[src/rtl/irq_hub_pkg.sv]
package irq_hub_pkg;

  typedef enum logic [2:0] {
    CFG_IDLE,
    CFG_BASE,
    CFG_SLAVE,
    CFG_EXTRA,
    CFG_RUN
  } cfg_state_e;

  // bit positions in command bytes
  localparam int unsigned BIT_START  = 4;
  localparam int unsigned BIT_WANT4  = 0;
  localparam int unsigned BIT_SINGLE = 1;
  localparam int unsigned BIT_LEVEL  = 3;
  localparam int unsigned BIT_AUTO   = 1;
  localparam int unsigned BIT_SELCMD = 3;
  localparam int unsigned BIT_RDEN   = 1;
  localparam int unsigned BIT_RDISR  = 0;

  localparam logic [2:0] OP_EOI_PLAIN = 3'b001;
  localparam logic [2:0] OP_EOI_ROT   = 3'b101;

endpackage

[src/rtl/irq_hub_cfg.sv]
module irq_hub_cfg
  import irq_hub_pkg::*;
#(
  parameter int unsigned N_IN = 8
) (
  input  logic                  clk,
  input  logic                  rst_n,
  input  logic                  wr_en,
  input  logic                  addr_sel,
  input  logic [N_IN-1:0]       wdata,
  output logic                  ready,
  output logic                  level_mode,
  output logic                  auto_end,
  output logic                  rd_isr,
  output logic [N_IN-$clog2(N_IN)-1:0] base,
  output logic [N_IN-1:0]       mask,
  output logic                  start_pulse,
  output logic                  eoi_pulse,
  output logic                  eoi_rotate
);

  localparam int unsigned IDW = $clog2(N_IN);
  localparam int unsigned BW  = N_IN - IDW;

  cfg_state_e       state_q, state_d;
  logic             want4_q, want4_d;
  logic             single_q, single_d;
  logic             level_q, level_d;
  logic             auto_q, auto_d;
  logic             rdisr_q, rdisr_d;
  logic [BW-1:0]    base_q, base_d;
  logic [N_IN-1:0]  mask_q, mask_d;

  logic wr_hi, wr_lo, is_start, is_cmd;
  logic unused_cfg;

  assign wr_hi    = wr_en &&  addr_sel;
  assign wr_lo    = wr_en && !addr_sel;
  assign is_start = wr_lo &&  wdata[BIT_START];
  assign is_cmd   = wr_lo && !wdata[BIT_START] && (state_q == CFG_RUN);

  assign start_pulse = is_start;
  assign eoi_pulse   = is_cmd && !wdata[BIT_SELCMD] &&
                       ((wdata[N_IN-1:N_IN-3] == OP_EOI_PLAIN) ||
                        (wdata[N_IN-1:N_IN-3] == OP_EOI_ROT));
  assign eoi_rotate  = wdata[N_IN-1];
  assign unused_cfg  = wdata[2];

  always_comb begin
    state_d  = state_q;
    want4_d  = want4_q;
    single_d = single_q;
    level_d  = level_q;
    auto_d   = auto_q;
    rdisr_d  = rdisr_q;
    base_d   = base_q;
    mask_d   = mask_q;
    if (is_start) begin
      state_d  = CFG_BASE;
      want4_d  = wdata[BIT_WANT4];
      single_d = wdata[BIT_SINGLE];
      level_d  = wdata[BIT_LEVEL];
      auto_d   = 1'b0;
      rdisr_d  = 1'b0;
      mask_d   = '0;
    end else begin
      if (is_cmd && wdata[BIT_SELCMD] && wdata[BIT_RDEN]) begin
        rdisr_d = wdata[BIT_RDISR];
      end
      if (wr_hi) begin
        unique case (state_q)
          CFG_BASE: begin
            base_d = wdata[N_IN-1:IDW];
            if (!single_q)    state_d = CFG_SLAVE;
            else if (want4_q) state_d = CFG_EXTRA;
            else              state_d = CFG_RUN;
          end
          CFG_SLAVE: begin
            state_d = want4_q ? CFG_EXTRA : CFG_RUN;
          end
          CFG_EXTRA: begin
            auto_d  = wdata[BIT_AUTO];
            state_d = CFG_RUN;
          end
          CFG_RUN:  mask_d = wdata;
          default:  state_d = state_q;
        endcase
      end
    end
  end

  always_ff @(posedge clk or negedge rst_n) begin
    if (!rst_n) begin
      state_q  <= CFG_IDLE;
      want4_q  <= 1'b0;
      single_q <= 1'b1;
      level_q  <= 1'b0;
      auto_q   <= 1'b0;
      rdisr_q  <= 1'b0;
      base_q   <= '0;
      mask_q   <= '0;
    end else if (wr_en) begin
      state_q  <= state_d;
      want4_q  <= want4_d;
      single_q <= single_d;
      level_q  <= level_d;
      auto_q   <= auto_d;
      rdisr_q  <= rdisr_d;
      base_q   <= base_d;
      mask_q   <= mask_d;
    end
  end

  assign ready      = (state_q == CFG_RUN);
  assign level_mode = level_q;
  assign auto_end   = auto_q;
  assign rd_isr     = rdisr_q;
  assign base       = base_q;
  assign mask       = mask_q;

endmodule

[src/rtl/irq_hub_req.sv]
module irq_hub_req #(
  parameter int unsigned N_IN = 8
) (
  input  logic            clk,
  input  logic            rst_n,
  input  logic [N_IN-1:0] irq_in,
  input  logic            level_mode,
  input  logic            clr_all,
  input  logic [N_IN-1:0] clr_vec,
  output logic [N_IN-1:0] irr
);

  logic [N_IN-1:0] prev_q;
  logic [N_IN-1:0] irr_q, irr_d;

  for (genvar g = 0; g < N_IN; g++) begin : g_src
    logic rise;
    assign rise = irq_in[g] && !prev_q[g];
    always_comb begin
      if (clr_all)         irr_d[g] = 1'b0;
      else if (level_mode) irr_d[g] = irq_in[g] && !clr_vec[g];
      else                 irr_d[g] = (irr_q[g] || rise) && !clr_vec[g];
    end
  end

  always_ff @(posedge clk or negedge rst_n) begin
    if (!rst_n) begin
      prev_q <= '0;
      irr_q  <= '0;
    end else begin
      prev_q <= irq_in;
      irr_q  <= irr_d;
    end
  end

  assign irr = irr_q;

endmodule

[src/rtl/irq_hub_rank.sv]
module irq_hub_rank #(
  parameter int unsigned N_IN = 8
) (
  input  logic [N_IN-1:0]         req_vec,
  input  logic [N_IN-1:0]         isr_vec,
  input  logic [$clog2(N_IN)-1:0] low_id,
  output logic [$clog2(N_IN)-1:0] req_id,
  output logic [$clog2(N_IN)-1:0] isr_id,
  output logic                    isr_any,
  output logic                    req_wins
);

  localparam int unsigned IDW = $clog2(N_IN);

  logic [IDW-1:0] req_rank, isr_rank, idx;
  logic           req_any;

  // scan from least to most favoured so the most favoured hit sticks
  always_comb begin
    req_any  = 1'b0;
    isr_any  = 1'b0;
    req_id   = '0;
    isr_id   = '0;
    req_rank = '0;
    isr_rank = '0;
    idx      = '0;
    for (int k = N_IN - 1; k >= 0; k--) begin
      idx = low_id + IDW'(k + 1);
      if (req_vec[idx]) begin
        req_any  = 1'b1;
        req_id   = idx;
        req_rank = IDW'(k);
      end
      if (isr_vec[idx]) begin
        isr_any  = 1'b1;
        isr_id   = idx;
        isr_rank = IDW'(k);
      end
    end
    req_wins = req_any && (!isr_any || (req_rank < isr_rank));
  end

endmodule

[src/rtl/irq_hub.sv]
module irq_hub
  import irq_hub_pkg::*;
#(
  parameter int unsigned N_IN = 8
) (
  input  logic            clk,
  input  logic            rst_n,
  input  logic            wr_en,
  input  logic            addr_sel,
  input  logic [N_IN-1:0] wdata,
  output logic [N_IN-1:0] rdata,
  input  logic [N_IN-1:0] irq_in,
  output logic            irq_out,
  input  logic            ack,
  output logic [N_IN-1:0] vec_out,
  output logic            vec_valid
);

  localparam int unsigned IDW = $clog2(N_IN);
  localparam int unsigned BW  = N_IN - IDW;

  logic [1:0]      rst_sync_q;
  logic            rst_s;

  always_ff @(posedge clk or negedge rst_n) begin
    if (!rst_n) rst_sync_q <= '0;
    else        rst_sync_q <= {rst_sync_q[0], 1'b1};
  end
  assign rst_s = rst_sync_q[1];

  logic            cfg_ready, level_mode, auto_end, rd_isr;
  logic            start_pulse, eoi_pulse, eoi_rotate;
  logic [BW-1:0]   base;
  logic [N_IN-1:0] mask, irr, clr_vec;

  logic [N_IN-1:0] isr_q, isr_d;
  logic            phase_q, phase_d;
  logic [IDW-1:0]  low_q, low_d;
  logic [IDW-1:0]  svc_q, svc_d;
  logic            spur_q, spur_d;
  logic [N_IN-1:0] vec_q, vec_d;
  logic            vval_q, vval_d;

  logic [IDW-1:0]  req_id, isr_id;
  logic            isr_any, req_wins, req_hit, first_ack, second_ack;

  irq_hub_cfg #(.N_IN(N_IN)) u_cfg (
    .clk         (clk),
    .rst_n       (rst_s),
    .wr_en       (wr_en),
    .addr_sel    (addr_sel),
    .wdata       (wdata),
    .ready       (cfg_ready),
    .level_mode  (level_mode),
    .auto_end    (auto_end),
    .rd_isr      (rd_isr),
    .base        (base),
    .mask        (mask),
    .start_pulse (start_pulse),
    .eoi_pulse   (eoi_pulse),
    .eoi_rotate  (eoi_rotate)
  );

  irq_hub_req #(.N_IN(N_IN)) u_req (
    .clk        (clk),
    .rst_n      (rst_s),
    .irq_in     (irq_in),
    .level_mode (level_mode),
    .clr_all    (start_pulse),
    .clr_vec    (clr_vec),
    .irr        (irr)
  );

  irq_hub_rank #(.N_IN(N_IN)) u_rank (
    .req_vec  (irr & ~mask),
    .isr_vec  (isr_q),
    .low_id   (low_q),
    .req_id   (req_id),
    .isr_id   (isr_id),
    .isr_any  (isr_any),
    .req_wins (req_wins)
  );

  assign req_hit    = cfg_ready && req_wins;
  assign first_ack  = ack && !phase_q;
  assign second_ack = ack &&  phase_q;

  always_comb begin
    clr_vec = '0;
    if (first_ack && req_hit) clr_vec[req_id] = 1'b1;
  end

  always_comb begin
    isr_d   = isr_q;
    phase_d = phase_q;
    low_d   = low_q;
    svc_d   = svc_q;
    spur_d  = spur_q;
    vec_d   = vec_q;
    vval_d  = 1'b0;
    if (start_pulse) begin
      isr_d   = '0;
      phase_d = 1'b0;
      low_d   = '1;
    end else begin
      if (eoi_pulse && isr_any) begin
        isr_d[isr_id] = 1'b0;
        if (eoi_rotate) low_d = isr_id;
      end
      if (first_ack) begin
        phase_d = 1'b1;
        if (req_hit) begin
          svc_d         = req_id;
          spur_d        = 1'b0;
          isr_d[req_id] = 1'b1;
        end else begin
          svc_d  = '1;
          spur_d = 1'b1;
        end
      end else if (second_ack) begin
        phase_d = 1'b0;
        vval_d  = 1'b1;
        vec_d   = {base, svc_q};
        if (auto_end && !spur_q) isr_d[svc_q] = 1'b0;
      end
    end
  end

  always_ff @(posedge clk or negedge rst_s) begin
    if (!rst_s) begin
      isr_q   <= '0;
      phase_q <= 1'b0;
      low_q   <= '1;
      svc_q   <= '0;
      spur_q  <= 1'b0;
      vec_q   <= '0;
      vval_q  <= 1'b0;
    end else begin
      isr_q   <= isr_d;
      phase_q <= phase_d;
      low_q   <= low_d;
      svc_q   <= svc_d;
      spur_q  <= spur_d;
      vec_q   <= vec_d;
      vval_q  <= vval_d;
    end
  end

  assign irq_out   = req_hit && !phase_q;
  assign vec_out   = vec_q;
  assign vec_valid = vval_q;
  assign rdata     = addr_sel ? mask : (rd_isr ? isr_q : irr);

endmodule

[config.mk]
export PLATFORM = sky130hd
export DESIGN_NAME = irq_hub
export DESIGN_NICKNAME = d
export VERILOG_FILES = /design/src/rtl/irq_hub_pkg.sv /design/src/rtl/irq_hub_cfg.sv /design/src/rtl/irq_hub_req.sv /design/src/rtl/irq_hub_rank.sv /design/src/rtl/irq_hub.sv
export SDC_FILE = /design/constraint.sdc
export NUM_CORES = 1
export LEC_CHECK = 0
export ABC_AREA = 1
export BUFFER_PORTS_ARGS = -buffer_cell sky130_fd_sc_hd__buf_2
export CAP_MARGIN = 20
export CORE_MARGIN = 10
export CORE_UTILIZATION = 56
export CTS_CLUSTER_SIZE = 25
export DETAILED_ROUTE_END_ITERATION = 10
export PLACE_DENSITY = 0.79
export SYNTH_ARGS = -nofsm -noshare
export SYNTH_HDL_FRONTEND = slang
export SYNTH_SLANG_ARGS = --single-unit
[constraint.sdc]
create_clock -name clk -period 10.1 [get_ports clk]
set_clock_uncertainty 0.15 [all_clocks]
set_input_delay 2.02 -clock clk [delete_from_list [all_inputs] [get_ports clk]]
set_output_delay 2.02 -clock clk [all_outputs]
set_load 0.005 [all_outputs]
Word-level counts from Yosys, hierarchy flattened

Cells that the tools add are included.

Register bits after elaboration: 64
Bits of input ports: 21
Word-level logic and storage cells: 284

Add/sub/neg operators: 7
$lt $le $gt $ge: 15
Equality and inequality tests: 6
Multiplexer cells: 136
Bitwise operators: 9
Reductions and logical operators: 93

Operators by type and width:

| cell                | number |
|---|---|
| $mux 3              | 40 |
| $mux 8              | 13 |
| $mux 1              | 63 |
| $bmux 1 s3          | 16 |
| $logic_and 1x1->1   | 44 |
| $lt 3x4->1 const B  | 11 |
| $and 8x8->8         | 3 |
| $not 8->8           | 3 |
| $logic_not 1->1     | 22 |
| $add 3x3->3 const B | 4 |
| $reduce_and 3->1    | 4 |
| $reduce_bool 2->1   | 6 |
| $logic_or 1x1->1    | 10 |
| $demux 1 s3         | 3 |
| $ge 3x1->1 const B  | 3 |
| $pmux 3 s3          | 1 |
| $or 8x8->8          | 1 |
| $reduce_and 2->1    | 4 |
| $add 3x2->3 const B | 2 |
| $eq 3x1->1 const B  | 2 |
| $eq 3x2->1 const B  | 2 |
| $eq 3x3->1 const B  | 2 |
| $reduce_and 4->1    | 1 |
| $reduce_bool 4->1   | 1 |
| 4 further kinds     | 5 |

Logic depth before layout (Yosys ltp)

Depth after elaboration: 23
Gate-level depth with buffers: 26

Cells and area by module

Synthesis repeated with hierarchy kept, for this count alone.

Cells, all modules: 677
Area, all modules: 4610.7 um2

Modules (own cells, without submodules):

| module       | times used | cells an instance | area each (um2) | sequential area each (um2) |
|---|---|---|---|---|
| irq_hub      | 1          | 245               | 1619.1          | 679.4 |
| irq_hub_rank | 1          | 257               | 1352.5          | 0.0 |
| irq_hub_cfg  | 1          | 117               | 1017.2          | 526.8 |
| irq_hub_req  | 1          | 58                | 621.8           | 400.4 |

Worst setup path before layout

Ideal clock, no wire load.

Path kind: reg2out
Start: register low_q[1]
End: output port irq_out
Arrival: 3.079 ns
Required time: 7.930 ns
Path slack: 4.851 ns
Cell stages (with the launch flop): 22
Buffers on the path: 4
Cell sequence: dfstp_2 > buf_2 > inv_2 > buf_2 > ha_1 > buf_2 > inv_2 > buf_4 > nand3_1 > nand2_1 > nor2_1 > nor2_1 > inv_2 > nor2_1 > nand2_1 > a21oi_1 > ha_1 > a21oi_1 > nand2_1 > nand2_2 > nand2_2 > nor2_1

Longest elaborated chain between the ends: 15
Elaborated cells between the ends (all ways): 77
Those cells by class: add/sub: 7; order compare: 1; mux: 64; reduce/logical: 5

Ends and longest elaborated chain:

| element                                                    | line               | text |
|---|---|---|
| start, declared                                            | irq_hub.sv:38      | `logic [IDW-1:0] low_q, low_d;` |
| start signal, assigned                                     | irq_hub.sv:141     | `low_q <= low_d;` |
| $add 3x3->3, or another cell as far along                  | irq_hub_rank.sv:28 | `idx = low_id + IDW'(k + 1);` |
| $bmux 1 s3, or another cell as far along                   | irq_hub_rank.sv:29 | `if (req_vec[idx]) begin` |
| $mux 1 (not written as such), or another cell as far along | irq_hub_rank.sv:29 |  |
| $mux 3, or another cell as far along (7 in a row)          | irq_hub_rank.sv:29 |  |
| $lt 3x3->1 / $logic_not 1->1 (equally long branches)       | irq_hub_rank.sv:40 | `req_wins = req_any && (!isr_any \|\| (req_rank < isr_rank));` |
| $logic_or 1x1->1                                           | irq_hub_rank.sv:40 |  |
| $logic_and 1x1->1 (*)                                      | irq_hub_rank.sv:40 |  |
| $logic_and 1x1->1 (*)                                      | irq_hub.sv:84      | `assign req_hit = cfg_ready && req_wins;` |
| $logic_and 1x1->1 (*)                                      | irq_hub.sv:149     | `assign irq_out = req_hit && !phase_q;` |
| end, declared                                              | irq_hub.sv:13      | `output logic irq_out,` |

Mark *: on every way between the ends. The rest lies on a longest branch, timed or not. The select of a mux whose other input is x is not followed.

Worst setup path after layout

Start: register low_q[0]
End: output port irq_out

Same word-level chain as after synthesis.

==> impl_metrics.yaml <==
status:
  status: "finished, final reports clean"
global_route:
  gr-usage-all-layers: 0.2245
  grt_pass1_wl_um: 20490
  grt_max_degree: 63
  first_global_vias: 4173
  number_of_antenna_violations_at_the_first_check_in_global_routing: 0
  grt_overflow: 0
final_layout:
  postLayoutCoreUtil: 0.6361
  most_used_cells_in_the_layout_excluding_fill_and_tap_cells: "sky130_fd_sc_hd__nand2_1, sky130_fd_sc_hd__nand3_1, sky130_fd_sc_hd__nor2_1, sky130_fd_sc_hd__inv_1, sky130_fd_sc_hd__dfrtp_1"
  area_growth_pct: 11.39
  most_common_cell_after_layout_fill_and_taps_aside: "sky130_fd_sc_hd__nand2_1"
  num-nets-final: 655
  antenna_cells: 0
  drive_gt1_frac: 0.1449
critical_path:
  cpPeakStageDelay_ns: 0.79
  regToRegSetupSlack_ns: 5.91
  critical_path.max_fanout: 23
  crit_start_category: "register"
  critical_path.most_common_cell: "sky130_fd_sc_hd__nor2_1"
  cpMaxStageDelayCell: "sky130_fd_sc_hd__dfstp_2"
  data_required_time_at_the_worst_endpoint_ns: 7.93
  crit_path_cell_trace: "inv_2 > ha_1 > inv_2 > nand3_1 > nand2_1 > nor2_1 > nor2_1 > inv_2 > nor2_1 > nand2_1 > a21oi_1 > ha_1 > a21oi_1 > nand2_1 > nand2_2 > nand2_2 > nor2_1 > buf_2"
  worstReg2RegStart: "low_q[0]"
  regToRegEndpoint: "isr_q[7]"
  timing_worst_setup_path_type: "register to output pin"
  worst-endpoint-arrival_ns: 3.98
  critical_path.endpoint_type: "output pin"
  reg2reg_depth: 19
sta:
  headroom_to_the_max_slew_limit: 0.5015
  worst_slack_ns: 3.951
  maxSlewViolCount: 0
  fin_crit_ns: 6.149
  final_sum_of_negative_setup_slack_ns: 0
  whs_ns: 0.2063
  timing_worst_slew_pin_value_ns: 0.7477
  setup_viol: 0
  max_freq_ghz: 0.1626
  final_min_period_over_clock_period: 0.6088
  report.final.hold_viol_count: 0
  setup_repair_after_global_routing_missed_its_margin: "false"
synth:
  yosysWarnings: 0
  post_synth_instance_area_sq_um: 4120
  muxShareOfSynthArea: 0
  post_synth_num_cell_types: 37
  synth_async_sr_flop_share: 1.000
  post_synthesis_average_cell_area_sq_um: 6.936
  number_of_synthesized_flops_with_an_enable_pin: 0
  postSynthCellCount: 594
  post_synth_xor_area_fraction: 0.01852
  post_synth_adder_cell_area: 0.01215
  synthFlopType: "sky130_fd_sc_hd__dfrtp_1"
  dominant_combinational_cell_family_by_area_after_synthesis: "simple AND/OR/NAND/NOR gates"
  syn-num-nets: 619
  ys_seq_area_frac: 0.3899
  flop_and_latch_count_out_of_synthesis: 64
  synthSimpleGateAreaFrac: 0.3353
  synth_compound_gate_area_share: 0.1546
hold_path:
  min_path_type: "register to register"
  holdPathEnd: "rst_sync_q[1]"
  worstHoldPathCells: 0
  hp-start: "rst_sync_q[0]"
power:
  static-leakage-power_nw: 2.357
  irDropWorstVdd_uv: 143.5
  power_per_cell_area_nw_per_um2: 242.9
  p_int_uw: 622.3
  clock_power_share: 0.225
  power.combinational.fraction: 0.444
  power.net_switching_uw: 492.3
  sequential_fraction_of_design_power: 0.331
  power.share.switching: 0.4417
clock_tree:
  htree_levels: 3
  cts_inserted_buffers: 9
  cts_resized: 0
  clk_pin_slew_worst_paths_ns: 0.08
  cts_root_buffer: "sky130_fd_sc_hd__clkbuf_8"
  hold_buffers: 0
  cts-root-to-sink-buffers: 2
  clk-insertion-delay-late_ns: 0.35
  cts_tree: "done"
  cts_num_sinks: 64
  cts_setup_buffers: 0
placement:
  detailed_place_hpwl_um: 9765
  placement.setup.worst_slack_ns: 4.418
  port_buffers: 38
  globalplace.congestion: 0.9342
floorplan:
  die_x_um: 105.8
  std_cell_rows: 31
  design.core.area_sq_um: 7214
  pin_count: 39
  initial_utilization: 0.5711
  die_height_um: 105.8
  fp.dieArea_sq_um: 11190
drt:
  drt.antenna.violating_nets: 0
  route.vias.total: 4265
  drt_iter0_markers: 411
  route.detailed.drc: 0
  vias_per_cell: 5.811
  drt_first_pass_iters: 6
  wl_per_cell_um: 16.91
  totalWireLength_um: 12410
job:
  max_capacitance_violation_total: 0
==> stage by stage <==
stage,power [mW],cell area (sq um),std cells
detailed placement,0.8540,4363,718
CTS,1.108,4589,734
finish,1.115,4589,734
global placement,0.8470,4363,718
floorplan,0.7064,4120,594
global route,1.199,4589,734
==> routing by layer <==
| layer | track usage | wire [um] | vias to the layer above |
|---|---|---|---|
| met5 | 0 | 0 | - |
| li1 | - | - | 2034 |
| met1 | 0.2813 | 5271 | 1992 |
| met4 | 0.08511 | 398 | 0 |
| met3 | 0.06090 | 1012 | 42 |
| met2 | 0.3613 | 5728 | 197 |
==> sequential cells by signal, summed over array words and instances (netlist names) <==
name              cells
isr_q                 8
low_q                 3
phase_q               1
rst_sync_q            2
spur_q                1
svc_q                 3
u_cfg.auto_end        1
u_cfg.base            5
u_cfg.level_mode      1
u_cfg.mask            8
u_cfg.rd_isr          1
u_cfg.single_q        1
u_cfg.state_q         3
u_cfg.want4_q         1
u_req.irr             8
u_req.prev_q          8
vec_out               8
vec_valid             1
==> power groups by stage <==
stage	sequential (mW)	combinational (mW)	clock, mW
2_1_floorplan	0.361	0.345	0
3_3_place_gp	0.370	0.477	0
3_5_place_dp	0.372	0.482	0
4_1_cts	0.368	0.486	0.255
5_1_grt	0.375	0.556	0.267
6_report	0.369	0.495	0.250
==> cell families (layout without fill, tap and decap cells) <==
group,after synthesis,count (layout)
AND/OR/NAND/NOR,318,318
AO/OA/AOI/OAI,114,114
buffers and inverters,89,130
XOR/XNOR,4,4
flip-flops,64,64
other,1,1
adder cells (fa/ha/maj),4,4
==> critical path, delay by kind of cell (launching register included) <==
| kind | cells | cell delay [ns] |
|---|---|---|
| AOI/OAI and AO/OA | 2 | 0.27 |
| adders and majority gates | 2 | 0.74 |
| buffers and inverters | 4 | 0.69 |
| DFF | 1 | 0.79 |
| and+or+nand+nor | 10 | 1.13 |
==> worst max path at each step <==
stage / from / endpoint / slack [ns] / depth (start not counted)
after global placement: low_q[1] / irq_out / 4.46 / 18
after floorplan: low_q[1] / irq_out / 4.85 / 21
after global routing: low_q[0] / irq_out / 3.62 / 20
final: low_q[0] / irq_out / 3.95 / 18
after detailed placement: low_q[0] / irq_out / 4.42 / 18
after CTS: low_q[0] / irq_out / 4.02 / 18
==> synthesized netlist by cell type, types with 5 or more instances <==
cell type | instances | area (sq um)
sky130_fd_sc_hd__a21oi_1 | 42 | 210.2
sky130_fd_sc_hd__a22oi_1 | 11 | 82.58
sky130_fd_sc_hd__clkbuf_1 | 5 | 18.77
sky130_fd_sc_hd__dfrtp_1 | 60 | 1501
sky130_fd_sc_hd__inv_1 | 59 | 221.5
sky130_fd_sc_hd__inv_2 | 13 | 48.80
sky130_fd_sc_hd__nand2_1 | 143 | 536.8
sky130_fd_sc_hd__nand2_2 | 7 | 43.79
sky130_fd_sc_hd__nand3_1 | 82 | 410.4
sky130_fd_sc_hd__nor2_1 | 64 | 240.2
sky130_fd_sc_hd__nor3_1 | 11 | 55.05
sky130_fd_sc_hd__o21ai_0 | 36 | 180.2
sky130_fd_sc_hd__o21ai_1 | 8 | 40.04
sky130_fd_sc_hd__o22ai_1 | 5 | 31.28
==> layout make-up <==
type	count	area (sq um)
Fill cell	674	2625
Clock inverter	7	102.6
Timing Repair Buffer	40	205.2
Clock buffer	9	123.9
Sequential cell	64	1608
Multi-Input combinational cell	441	2148
Tap cell	99	123.9
Inverter	74	277.8
Power figures use the tool's default switching activity.
